File: config.mk
export PLATFORM = sky130hd
export DESIGN_NAME = pc_next_unit
export DESIGN_NICKNAME = d
export VERILOG_FILES = /design/src/rtl/pcn_pkg.sv /design/src/rtl/pcn_target.sv /design/src/rtl/pcn_cond.sv /design/src/rtl/pcn_select.sv /design/src/rtl/pc_next_unit.sv
export SDC_FILE = /design/constraint.sdc
export NUM_CORES = 1
export LEC_CHECK = 0
export BUFFER_PORTS_ARGS = -buffer_cell sky130_fd_sc_hd__buf_4
export CAP_MARGIN = 20
export CORE_ASPECT_RATIO = 0.6
export CORE_MARGIN = 2
export CORE_UTILIZATION = 50
export DETAILED_ROUTE_END_ITERATION = 16
export PLACE_DENSITY = 0.82
export SLEW_MARGIN = 20
export SYNTH_ARGS = -nofsm -noshare
export SYNTH_HDL_FRONTEND = slang
export SYNTH_SLANG_ARGS = --single-unit
export TNS_END_PERCENT = 10
File: constraint.sdc
create_clock -name clk -period 3.9 [get_ports clk]
set_input_delay 0.195 -clock clk [delete_from_list [all_inputs] [get_ports clk]]
set_output_delay 0.195 -clock clk [all_outputs]
set_load 0.05 [all_outputs]
File: src/rtl/pcn_pkg.sv
package pcn_pkg;
  localparam int MODE_W = 3;

  typedef enum logic [MODE_W-1:0] {
    M_SEQ   = 3'd0,
    M_REL   = 3'd1,
    M_PAGE  = 3'd2,
    M_LONG  = 3'd3,
    M_INDEX = 3'd4,
    M_RET   = 3'd5,
    M_JZ    = 3'd6,
    M_JNZ   = 3'd7
  } pc_mode_e;

  typedef enum logic [2:0] {
    SRC_SEQ, SRC_REL, SRC_PAGE, SRC_LONG, SRC_INDEX, SRC_RET
  } pc_src_e;
endpackage

File: src/rtl/pcn_target.sv
module pcn_target #(
  parameter int AW = 16,
  parameter int DW = 8,
  parameter int PW = 11,
  parameter int LW = 2
) (
  input  logic [AW-1:0] pc,
  input  logic [LW-1:0] len,
  input  logic [DW-1:0] off,
  input  logic [PW-1:0] page_low,
  input  logic [AW-1:0] long_tgt,
  input  logic [DW-1:0] acc,
  input  logic [AW-1:0] dptr,
  input  logic [AW-1:0] stack,
  output logic [AW-1:0] seq_a,
  output logic [AW-1:0] rel_a,
  output logic [AW-1:0] page_a,
  output logic [AW-1:0] long_a,
  output logic [AW-1:0] idx_a,
  output logic [AW-1:0] ret_a
);
  localparam int HI_W = AW - PW;

  function automatic logic [AW-1:0] f_seq(input logic [AW-1:0] p, input logic [LW-1:0] n);
    return p + AW'(n);
  endfunction

  function automatic logic [AW-1:0] f_rel(input logic [AW-1:0] b, input logic [DW-1:0] d);
    logic [AW-1:0] ext;
    ext = {{(AW-DW){d[DW-1]}}, d};
    return b + ext;
  endfunction

  function automatic logic [AW-1:0] f_page(input logic [AW-1:0] b, input logic [PW-1:0] lo);
    return {b[AW-1 -: HI_W], lo};
  endfunction

  function automatic logic [AW-1:0] f_idx(input logic [DW-1:0] a, input logic [AW-1:0] d);
    return AW'(a) + d;
  endfunction

  always_comb begin
    seq_a  = f_seq(pc, len);
    rel_a  = f_rel(seq_a, off);
    page_a = f_page(seq_a, page_low);
    long_a = long_tgt;
    idx_a  = f_idx(acc, dptr);
    ret_a  = stack;
  end

  // The page target keeps the page of the following address.
  always_comb begin
    assert_page_keep_R4: assert (page_a[AW-1 -: HI_W] == seq_a[AW-1 -: HI_W]);
  end
endmodule

File: src/rtl/pcn_cond.sv
module pcn_cond #(
  parameter int DW = 8
) (
  input  pcn_pkg::pc_mode_e mode,
  input  logic [DW-1:0]     acc,
  output logic              acc_zero,
  output pcn_pkg::pc_src_e  src,
  output logic              taken
);
  import pcn_pkg::*;

  // The zero test is a reduction over the accumulator. For wide
  // accumulators it is built as a two-level tree.
  generate
    if (DW > 8) begin : g_tree
      localparam int NG = (DW + 7) / 8;
      logic [NG-1:0] grp_nz;
      for (genvar g = 0; g < NG; g++) begin : g_grp
        localparam int LO = g * 8;
        localparam int HI = (LO + 7 < DW) ? LO + 7 : DW - 1;
        assign grp_nz[g] = |acc[HI:LO];
      end
      assign acc_zero = ~|grp_nz;
    end else begin : g_flat
      assign acc_zero = ~|acc;
    end
  endgenerate

  always_comb begin
    unique case (mode)
      M_SEQ:   src = SRC_SEQ;
      M_REL:   src = SRC_REL;
      M_PAGE:  src = SRC_PAGE;
      M_LONG:  src = SRC_LONG;
      M_INDEX: src = SRC_INDEX;
      M_RET:   src = SRC_RET;
      M_JZ:    src = acc_zero ? SRC_REL : SRC_SEQ;
      M_JNZ:   src = acc_zero ? SRC_SEQ : SRC_REL;
      default: src = SRC_SEQ;
    endcase
    taken = (src != SRC_SEQ);
  end

  // The two conditional modes take the branch on opposite accumulator values.
  always_comb begin
    if (mode == M_JZ)  assert_jz_cond_R8:  assert (taken == (acc == '0));
    if (mode == M_JNZ) assert_jnz_cond_R8: assert (taken == (acc != '0));
    if (mode == M_SEQ) assert_seq_not_taken_R2: assert (!taken);
  end
endmodule

File: src/rtl/pcn_select.sv
module pcn_select #(
  parameter int AW = 16
) (
  input  pcn_pkg::pc_src_e src,
  input  logic [AW-1:0]    seq_a,
  input  logic [AW-1:0]    rel_a,
  input  logic [AW-1:0]    page_a,
  input  logic [AW-1:0]    long_a,
  input  logic [AW-1:0]    idx_a,
  input  logic [AW-1:0]    ret_a,
  output logic [AW-1:0]    nxt
);
  import pcn_pkg::*;

  always_comb begin
    unique case (src)
      SRC_REL:   nxt = rel_a;
      SRC_PAGE:  nxt = page_a;
      SRC_LONG:  nxt = long_a;
      SRC_INDEX: nxt = idx_a;
      SRC_RET:   nxt = ret_a;
      default:   nxt = seq_a;
    endcase
  end
endmodule

File: src/rtl/pc_next_unit.sv
module pc_next_unit #(
  parameter int ADDR_W = 16,
  parameter int DATA_W = 8,
  parameter int PAGE_W = 11,
  parameter int LEN_W  = 2
) (
  input  logic                       clk,
  input  logic                       rst_n,
  input  logic                       step,
  input  logic [pcn_pkg::MODE_W-1:0] mode,
  input  logic [LEN_W-1:0]           instr_len,
  input  logic                       call_req,
  input  logic [DATA_W-1:0]          rel_off,
  input  logic [PAGE_W-1:0]          page_off,
  input  logic [ADDR_W-1:0]          long_addr,
  input  logic [DATA_W-1:0]          acc,
  input  logic [ADDR_W-1:0]          dptr,
  input  logic [ADDR_W-1:0]          stack_addr,
  output logic [ADDR_W-1:0]          pc,
  output logic [ADDR_W-1:0]          next_pc,
  output logic                       taken,
  output logic [ADDR_W-1:0]          ret_addr,
  output logic                       push
);
  import pcn_pkg::*;

  pc_mode_e         mode_e;
  pc_src_e          src;
  logic             acc_zero;
  logic             is_call_form;
  logic [ADDR_W-1:0] seq_a, rel_a, page_a, long_a, idx_a, ret_a;
  logic [ADDR_W-1:0] pc_q;

  assign mode_e = pc_mode_e'(mode);

  pcn_target #(.AW(ADDR_W), .DW(DATA_W), .PW(PAGE_W), .LW(LEN_W)) u_tgt (
    .pc(pc_q), .len(instr_len), .off(rel_off), .page_low(page_off),
    .long_tgt(long_addr), .acc(acc), .dptr(dptr), .stack(stack_addr),
    .seq_a(seq_a), .rel_a(rel_a), .page_a(page_a), .long_a(long_a),
    .idx_a(idx_a), .ret_a(ret_a)
  );

  pcn_cond #(.DW(DATA_W)) u_cond (
    .mode(mode_e), .acc(acc), .acc_zero(acc_zero), .src(src), .taken(taken)
  );

  pcn_select #(.AW(ADDR_W)) u_sel (
    .src(src), .seq_a(seq_a), .rel_a(rel_a), .page_a(page_a),
    .long_a(long_a), .idx_a(idx_a), .ret_a(ret_a), .nxt(next_pc)
  );

  always_ff @(posedge clk or negedge rst_n) begin
    if (!rst_n)    pc_q <= '0;
    else if (step) pc_q <= next_pc;
  end

  assign is_call_form = (mode_e == M_PAGE) || (mode_e == M_LONG);
  assign push         = step && call_req && is_call_form;
  assign ret_addr     = seq_a;
  assign pc           = pc_q;

  // Check that the register follows the selected address and holds otherwise.
  assert_load_R1: assert property (@(posedge clk) disable iff (!rst_n)
    $past(rst_n) && $past(step) |-> pc == $past(next_pc));
  assert_hold_R1: assert property (@(posedge clk) disable iff (!rst_n)
    $past(rst_n) && !$past(step) |-> $stable(pc));
  assert_ret_src_R7: assert property (@(posedge clk) disable iff (!rst_n)
    mode_e == M_RET |-> next_pc == stack_addr && taken);
  assert_push_form_R9: assert property (@(posedge clk) disable iff (!rst_n)
    push |-> step && (mode_e == M_PAGE || mode_e == M_LONG));
  assert_long_R5: assert property (@(posedge clk) disable iff (!rst_n)
    mode_e == M_LONG |-> next_pc == long_addr);
endmodule

==> results.py, run 1 <==
metrics = {
    "finish": {
        "drive_gt1_share_pct": 39.4,
        "number_of_flip_flops_in_the_largest_register": 16,
        "final-seq-area_um2": 410,
        "final_cell_area_um2": 4830,
        "most_common_library_cell_in_the_layout_ignoring_fill_and_taps": "buf_4",
        "layout.filler_cells": 446,
        "most-common-layout-cells": "152 x buf_4, 31 x nor2_1, 29 x nand2_1, 26 x a21oi_1, 24 x ha_1",
        "syn2layout_area_growth_pct": 46.3,
        "final_util_pct": 77.3,
        "antenna-diode-count": 0,
        "area_occupied_by_multi_input_gates_um2": 3050,
        "fin_nets": 683,
    },
    "sta": {
        "final_worst_clock_skew_ps": 3.09,
        "finalMaxSlewViolations": 0,
        "slew_headroom_pct": 48.4,
        "fmax_mhz": 265,
        "hold_viol": 0,
        "post-route-min-period_ps": 3770,
        "rsz0062_at_grt": "true",
        "max_slew.worst_pin.slew_ps": 773,
        "setup_viol": 0,
        "final_min_period_over_clock_period_pct": 96.7,
    },
    "clock_network": {
        "ctsRootBufferMaster": "clkbuf_8",
        "clock_latency_ps": 260,
        "cts_tree": "built",
        "clkSlewWorstSetupHoldPaths_ps": 70,
        "clock_sink_count": 16,
        "cts-buffers-inserted": 3,
        "cts.path.max_buffers": 2,
        "h_tree_depth": 1,
    },
    "critical_path": {
        "cp_cell_instances": "ha_4 -> fa_2 -> and2_4 -> nand3_4 -> xnor2_4 -> ha_4 -> and3_4 -> a221o_1 -> a21o_1 -> a21o_1 -> a41oi_2 -> mux2i_2 -> nand2_2 -> buf_8",
        "crit_path_end_kind": "primary output",
        "worstRegToRegCells": 13,
        "arrival_ps": 3580,
        "critPathLaunchType": "flop",
        "critical_path.reg2reg.startpoint": "pc[0]",
        "crit_path_max_fanout": 6,
        "cpLargestDelayFamily": "compound AO/OA/AOI/OAI gates",
        "crit_required_ps": 3700,
        "critical_path_class": "reg2out",
        "cp_slowest_cell": "dfrtp_2",
        "regToRegSetupSlack_ps": 440,
        "reg2reg_to": "pc[15]",
        "critical_path_buf_inv_count": 1,
        "peak_per_stage_delay_on_the_critical_path_ps": 430,
    },
    "logic_synthesis": {
        "synthMuxAreaShare_pct": 6.67,
        "synthDistinctLibCells": 75,
        "synth-compound-area-share_pct": 30.4,
        "synth-edff-count": 0,
        "synth_area_um2": 3300,
        "synth_nets": 541,
        "synth-main-ff-cell": "dfrtp_1",
        "async_reset_ff_share_pct": 100,
        "yosys_warnings": 0,
        "yosys.area_share.adder_pct": 12.8,
        "synthCells": 425,
        "synth-simple-area-share_pct": 24.8,
        "synth_xor_area_share_pct": 9.17,
        "synth_sequential_area_ratio_pct": 12.1,
        "synth_top_family_by_area": "compound AO/OA/AOI/OAI gates",
        "postSynthAreaPerCell_um2": 7.77,
        "synth_seq_cells": 16,
    },
    "route": {
        "vias_per_cell": 6.34,
        "dr_total_vias": 4118,
        "avgRoutedWirePerCell_um": 19.1,
        "dr.first_iter.drc_count": 396,
        "route.final.wire_length_mm": 12.4,
        "postRouteAntennaNets": 0,
        "post-route-drc-count": 0,
        "drt_first_pass_iters": 5,
    },
    "global_route": {
        "grt_pass1_vias": 3844,
        "number_of_antenna_violations_at_the_first_check_in_global_routing": 0,
        "grt_resource_usage_total_pct": 34.6,
        "grt_start_max_net_pins": 31,
        "grt_pass1_wl_mm": 19.3,
        "grt_overflow_total": 0,
    },
    "floorplan": {
        "core_area_um2": 6250,
        "die_area_um2": 7290,
        "die-width_um": 109,
        "fp-row-count": 22,
        "chipHeight_um": 66.9,
        "initial_utilization_pct": 52.8,
        "num_io_pins": 134,
    },
    "status": {
        "status": "finished clean",
    },
    "placed_design": {
        "dpl.hpwl_mm": 9.94,
        "post_dp_cell_area_um2": 4570,
        "routability_congestion_estimate": 0.972,
        "place.port_buffers": 133,
    },
    "power_and_ir_drop": {
        "vdd.ir_drop.worst_mv": 0.528,
        "power_leakage_nw": 2.22,
        "power_density_nw_per_um2": 544,
        "power.total_mw": 2.63,
    },
    "min_path": {
        "min-delay-path-class": "in2async",
    },
    "job": {
        "max-cap-violations": 0,
    },
}
[cell usage after synthesis (all sizes together), types with 5 or more instances]
cell type,instances,area [µm²]
o211ai,7,57.6
a21o,11,90.1
or3,5,31.3
buf,7,36.3
inv,16,60.1
nor2b,6,37.5
a22o,7,61.3
nor4b,5,50.0
nand4,8,50.1
nand2,32,123
mux2i,13,130
dfrtp,16,400
and2,5,31.3
ha,29,363
nor3,13,65.1
clkbuf,10,37.5
mux2,8,90.1
a31oi,9,62.6
xor2,9,78.8
nand2b,5,31.3
a21oi,27,135
o21ai,23,115
xnor2,23,201
nand3,24,120
and3,8,50.1
a211oi,6,45.0
nor2,32,123
[metrics by stage]
stage	setup slack [ps]	setup TNS [ps]	hold WS, ps	std cells
final	127	0	358	650
after floorplan	-9.11	-12.1	-101	425
after CTS	25.5	0	333	647
after detailed placement	147	0	72.0	632
after global placement	242	0	65.5	632
after global routing	-10.9	-14.2	370	650
[metal layers]
metal / track usage, % / wire length (µm)
met1: 48.9 / 5450
met4: 11.7 / 347
met3: 6.85 / 1250
met2: 52.2 / 5380
met5: 0 / 0
[power by group]
group	switching, mW	internal, mW
combinational	1.35	0.808
sequential	0.112	0.222
clock	0.0656	0.0727
total	1.52	1.10
[area by class of cell]
cell class / instances / area share (%)
inverter: 16 / 1.24
multi-input combinational: 376 / 63.0
timing repair buffer: 154 / 24.1
clock buffer: 4 / 0.932
sequential: 16 / 8.49
tap: 84 / 2.18
[cells by family after synthesis]
logic type,after synthesis
and+or+nand+nor,154
DFF,16
muxes,21
buffers and inverters,33
xor gates and xnor gates,33
adders and majority gates,32
AOI/OAI and AO/OA,136
[worst register-to-register path, cell delays in order (launching register included)]
cell	delay (ps)
dfrtp_2	430
ha_4	180
fa_2	400
buf_4	170
nand4_1	100
xnor2_2	120
ha_2	480
nand3_1	100
nor3_1	180
a21oi_1	140
o21ai_0	230
xnor2_1	140
a221o_1	390
mux2_2	280
[timing repair]
action	CTS	global route
gates resized for setup	10	13
setup endpoints to repair	2	5
setup buffers	10	3
pin swaps	5	6
endpoints found under the hold margin	16	0
hold buffers	1	0
[worst max-delay path by stage]
stage | depth (start not counted) | startpoint | end | slack (ps)
2_1_floorplan | 11 | pc[0] | pc[4] | -9
3_3_place_gp | 14 | pc[0] | next_pc[14] | 240
3_5_place_dp | 14 | pc[0] | next_pc[14] | 150
4_1_cts | 14 | pc[0] | next_pc[14] | 30
5_1_grt | 13 | pc[1] | next_pc[14] | -10
6_report | 14 | pc[0] | next_pc[14] | 130
No activity file was read; power rests on OpenSTA's default activity.
==> run 2: changes to the inputs <==
- clock period: 3.9 -> 4.04 ns (I/O delays scaled with it)
==> results.py, run 2 (synthesized netlist as in run 1, its figures left out) <==
metrics = {
    "floorplan": {
        "die_area_um2": 7290,
        "chipHeight_um": 66.9,
        "initial_utilization_pct": 52.8,
        "fp-row-count": 22,
        "num_io_pins": 134,
        "die-width_um": 109,
        "core_area_um2": 6250,
    },
    "clock_network": {
        "cts.path.max_buffers": 2,
        "cts_tree": "built",
        "clock_latency_ps": 260,
        "clock_sink_count": 16,
        "clkSlewWorstSetupHoldPaths_ps": 70,
        "cts-buffers-inserted": 3,
        "h_tree_depth": 1,
        "ctsRootBufferMaster": "clkbuf_8",
    },
    "global_route": {
        "grt_resource_usage_total_pct": 33.5,
        "grt_start_max_net_pins": 31,
        "number_of_antenna_violations_at_the_first_check_in_global_routing": 0,
        "grt_overflow_total": 0,
        "grt_pass1_wl_mm": 18.9,
        "grt_pass1_vias": 3694,
    },
    "critical_path": {
        "critPathLaunchType": "flop",
        "crit_path_end_kind": "primary output",
        "regToRegSetupSlack_ps": 530,
        "crit_required_ps": 3840,
        "critical_path_class": "reg2out",
        "crit_path_max_fanout": 5,
        "arrival_ps": 3650,
    },
    "route": {
        "dr_total_vias": 4028,
        "post-route-drc-count": 0,
        "dr.first_iter.drc_count": 375,
        "route.final.wire_length_mm": 12.3,
        "drt_first_pass_iters": 4,
        "postRouteAntennaNets": 0,
        "avgRoutedWirePerCell_um": 19.2,
        "vias_per_cell": 6.29,
    },
    "status": {
        "status": "finished clean",
    },
    "placed_design": {
        "routability_congestion_estimate": 0.964,
        "post_dp_cell_area_um2": 4480,
        "dpl.hpwl_mm": 9.86,
        "place.port_buffers": 133,
    },
    "power_and_ir_drop": {
        "p_comb_share_pct": 82.7,
        "netSwitchingFraction_pct": 58.7,
        "power_density_nw_per_um2": 531,
        "power_leakage_nw": 2.16,
        "vdd.ir_drop.worst_mv": 0.616,
        "clock_power_share_pct": 5.0,
        "power_frac_seq_pct": 12.3,
        "cell_internal_pwr_mw": 1.02,
        "power.switching_mw": 1.45,
    },
    "job": {
        "max-cap-violations": 0,
    },
    "sta": {
        "rsz0062_at_grt": "false",
        "post-route-min-period_ps": 3860,
        "final_min_period_over_clock_period_pct": 95.5,
        "finalMaxSlewViolations": 0,
        "fmax_mhz": 259,
        "final_worst_clock_skew_ps": 8.46,
        "max_slew.worst_pin.slew_ps": 737,
        "setup-tns-final_ps": 0,
        "hold_viol": 0,
        "slew_headroom_pct": 50.9,
        "setup_viol": 0,
    },
    "finish": {
        "number_of_flip_flops_in_the_largest_register": 16,
        "most_common_library_cell_in_the_layout_ignoring_fill_and_taps": "buf_4",
        "antenna-diode-count": 0,
        "final_cell_area_um2": 4650,
        "most-common-layout-cells": "143 x buf_4, 31 x nor2_1, 31 x nand2_1, 27 x a21oi_1, 25 x ha_1",
        "syn2layout_area_growth_pct": 40.8,
        "drive_gt1_share_pct": 36.2,
        "fin_nets": 674,
    },
    "min_path": {
        "min-delay-path-class": "in2async",
    },
}
==> run 2: cell count changes in the layout (fill, tap and decap cells not counted), sizes merged <==
| cell | previous run | this run |
|---|---|---|
| buf | 153 | 144 |
| clkbuf | 4 | 3 |
==> run 2: repair_timing <==
item | CTS | global route
endpoints found under the hold margin | 16 | 0
hold buffers | 1 | 0
pin swaps | 1 | 3
buffers inserted | 0 | 3
endpoints found under the setup margin | 1 | 4
gates resized for setup | 2 | 17
==> run 2: path summary, 6_finish.rpt <==
path	depth (start not counted)	from	end
max	14	pc[1]	next_pc[14]
min	2	rst_n	pc[7]
max reg2reg	12	pc[0]	pc[15]
min reg2reg	2	pc[0]	pc[0]
max in group asynchronous	2	rst_n	pc[2]
min in group clk	2	step	pc[3]
==> run 2: power groups by stage <==
stage	Sequential (mW)	Combinational (mW)	Clock [mW]
floorplan	0.458	1.22	0
detailed placement	0.301	1.95	0
global route	0.310	2.16	0.133
CTS	0.298	1.96	0.126
finish	0.303	2.04	0.124
global placement	0.297	1.92	0
==> run 2: cell type report <==
class | count | area (µm²)
repair buffers | 145 | 1090
inverters | 16 | 60.1
multi-input cells | 376 | 2950
flip-flops and latches | 16 | 403
clock buffers | 3 | 41.3
well taps | 84 | 105
fillers | 482 | 1600
==> run 2: worst max-delay path, stage by stage, from the launching register on <==
cell	delay, ps
dfrtp_2	430
ha_4	280
a21oi_1	120
nor4b_4	360
xnor2_2	170
inv_1	80
ha_1	290
and3_4	200
a221o_1	360
a21o_1	190
a21o_1	180
a41oi_2	210
mux2i_2	250
nand2_1	90
buf_6	160
==> run 2: metal layers <==
metal	vias up	global-route usage (%)	wire [µm]
met1	1849	48.5	5510
li1	1899	-	-
met5	-	0	0
met4	0	7.85	148
met2	260	50.4	5200
met3	20	7.14	1400
==> run 2: per-stage QoR <==
| step | setup slack [ps] | std cells | total power, mW | util, % | hold WS, ps |
|---|---|---|---|---|---|
| after floorplan | -211 | 425 | 1.68 | - | -93.6 |
| after global placement | 321 | 633 | 2.22 | 71.8 | 72.5 |
| after detailed placement | 234 | 633 | 2.25 | 71.8 | 76.9 |
| after CTS | 8.43 | 637 | 2.38 | 72.7 | 348 |
| after global routing | 20.8 | 640 | 2.60 | 74.4 | 361 |
| final | 183 | 640 | 2.47 | 74.4 | 345 |
==> run 3: changes to the inputs <==
- BUFFER_PORTS_ARGS: -buffer_cell sky130_fd_sc_hd__buf_4 -> -buffer_cell sky130_fd_sc_hd__clkbuf_2
- SLEW_MARGIN: 20 -> unset
==> results.py, run 3 (synthesized netlist as in run 1, its figures left out) <==
metrics = {
    "global_route": {
        "number_of_antenna_violations_at_the_first_check_in_global_routing": 0,
        "grt_resource_usage_total_pct": 32.4,
        "grt_pass1_vias": 3758,
        "grt_pass1_wl_mm": 18.3,
        "grt_overflow_total": 0,
        "grt_start_max_net_pins": 31,
    },
    "clock_network": {
        "clock_latency_ps": 250,
        "cts_tree": "built",
        "cts-buffers-inserted": 3,
        "cts.path.max_buffers": 2,
        "h_tree_depth": 1,
        "ctsRootBufferMaster": "clkbuf_8",
        "clock_sink_count": 16,
        "clkSlewWorstSetupHoldPaths_ps": 70,
    },
    "route": {
        "dr_total_vias": 4086,
        "met3_length_mm": 1.38,
        "avgRoutedWirePerCell_um": 18.3,
        "postRouteAntennaNets": 0,
        "top_layer": "met4",
        "vias_per_cell": 6.33,
        "drt_first_pass_iters": 5,
        "wl_met2_mm": 4.80,
        "wire_length_on_met1_mm": 5.23,
        "post-route-drc-count": 0,
        "route.final.wire_length_mm": 11.8,
        "dr.first_iter.drc_count": 469,
    },
    "power_and_ir_drop": {
        "power_density_nw_per_um2": 536,
        "vdd.ir_drop.worst_mv": 0.511,
        "power_leakage_nw": 2.10,
    },
    "sta": {
        "final_min_period_over_clock_period_pct": 96.9,
        "final_worst_clock_skew_ps": 1.97,
        "slew_headroom_pct": 51.6,
        "setup_viol": 0,
        "post-route-min-period_ps": 3910,
        "hold-worst-slack_ps": 410,
        "fmax_mhz": 256,
        "hold_viol": 0,
        "finalMaxSlewViolations": 0,
        "max_slew.worst_pin.slew_ps": 724,
        "rsz0062_at_grt": "false",
    },
    "finish": {
        "syn2layout_area_growth_pct": 31.0,
        "drive_gt1_share_pct": 35.7,
        "most-common-layout-cells": "131 x clkbuf_2, 31 x nor2_1, 31 x nand2_1, 26 x a21oi_1, 26 x ha_1",
        "fin_cells": 645,
        "antenna-diode-count": 0,
        "fin_nets": 678,
        "final_util_pct": 69.2,
        "final_cell_area_um2": 4330,
        "number_of_flip_flops_in_the_largest_register": 16,
        "most_common_library_cell_in_the_layout_ignoring_fill_and_taps": "clkbuf_2",
        "layout.filler_cells": 518,
    },
    "floorplan": {
        "die_area_um2": 7290,
        "chipHeight_um": 66.9,
        "core_area_um2": 6250,
        "initial_utilization_pct": 52.8,
        "num_io_pins": 134,
        "fp-row-count": 22,
        "die-width_um": 109,
    },
    "critical_path": {
        "crit_required_ps": 3840,
        "crit_path_max_fanout": 8,
        "critPathLaunchType": "flop",
        "crit_path_end_kind": "primary output",
        "regToRegSetupSlack_ps": 540,
        "critical_path_class": "reg2out",
        "arrival_ps": 3710,
    },
    "placed_design": {
        "post_dp_cell_area_um2": 4140,
        "place.port_buffers": 133,
        "numPlacedInstances": 631,
        "routability_congestion_estimate": 0.930,
        "dpl.hpwl_mm": 9.37,
    },
    "job": {
        "max-cap-violations": 0,
    },
    "min_path": {
        "min-delay-path-class": "in2async",
    },
    "status": {
        "status": "finished clean",
    },
}
==> run 3: critical path, stage by stage (launching register included) <==
cell	delay [ps]
dfrtp_1	400
ha_2	210
fa_1	400
and2_1	210
nand3_2	140
xnor2_4	150
ha_4	260
a21o_1	180
a221o_1	400
a21o_1	200
a21o_1	190
a41oi_2	190
mux2i_1	250
nand2_1	80
buf_4	190
==> run 3: what timing repair did <==
action	CTS	global route
gates cloned	0	0
endpoints found under the setup margin	1	4
resized for setup	3	13
pin swaps	2	1
buffers inserted	8	1
endpoints found under the hold margin	16	0
hold buffers	1	0
==> run 3: final timing paths <==
path / from / endpoint / depth (start not counted)
max: pc[0] / next_pc[14] / 14
min: rst_n / pc[12] / 2
max reg2reg: pc[0] / pc[15] / 13
min reg2reg: pc[0] / pc[0] / 2
max in group asynchronous: rst_n / pc[0] / 2
min in group clk: long_addr[14] / pc[14] / 5
==> run 3: power by group <==
group	total, mW	internal (mW)	switching (mW)
combinational	1.87	0.602	1.27
sequential	0.302	0.209	0.0931
clock	0.147	0.0866	0.0600
total	2.32	0.897	1.42
==> run 3: layout make-up <==
class | count | area (µm²) | share of cell area [%]
Clock buffer | 4 | 55.1 | 1.27
Inverter | 16 | 60.1 | 1.39
Sequential cell | 16 | 400 | 9.26
Tap cell | 84 | 105 | 2.43
Timing Repair Buffer | 149 | 791 | 18.3
Multi-Input combinational cell | 376 | 2910 | 67.4
==> run 3: metal layers <==
layer | vias up | track usage [%]
li1 | 1908 | -
met1 | 1880 | 45.6
met2 | 257 | 48.4
met3 | 41 | 7.24
met4 | 0 | 11.4
met5 | - | 0
==> run 3: through the flow <==
| step | power (mW) | setup TNS, ps | setup WS, ps |
|---|---|---|---|
| floorplan | 1.68 | -855 | -211 |
| global placement | 2.07 | 0 | 311 |
| detailed placement | 2.09 | 0 | 214 |
| CTS | 2.26 | 0 | 6.11 |
| global route | 2.46 | 0 | 3.43 |
| finish | 2.32 | 0 | 127 |
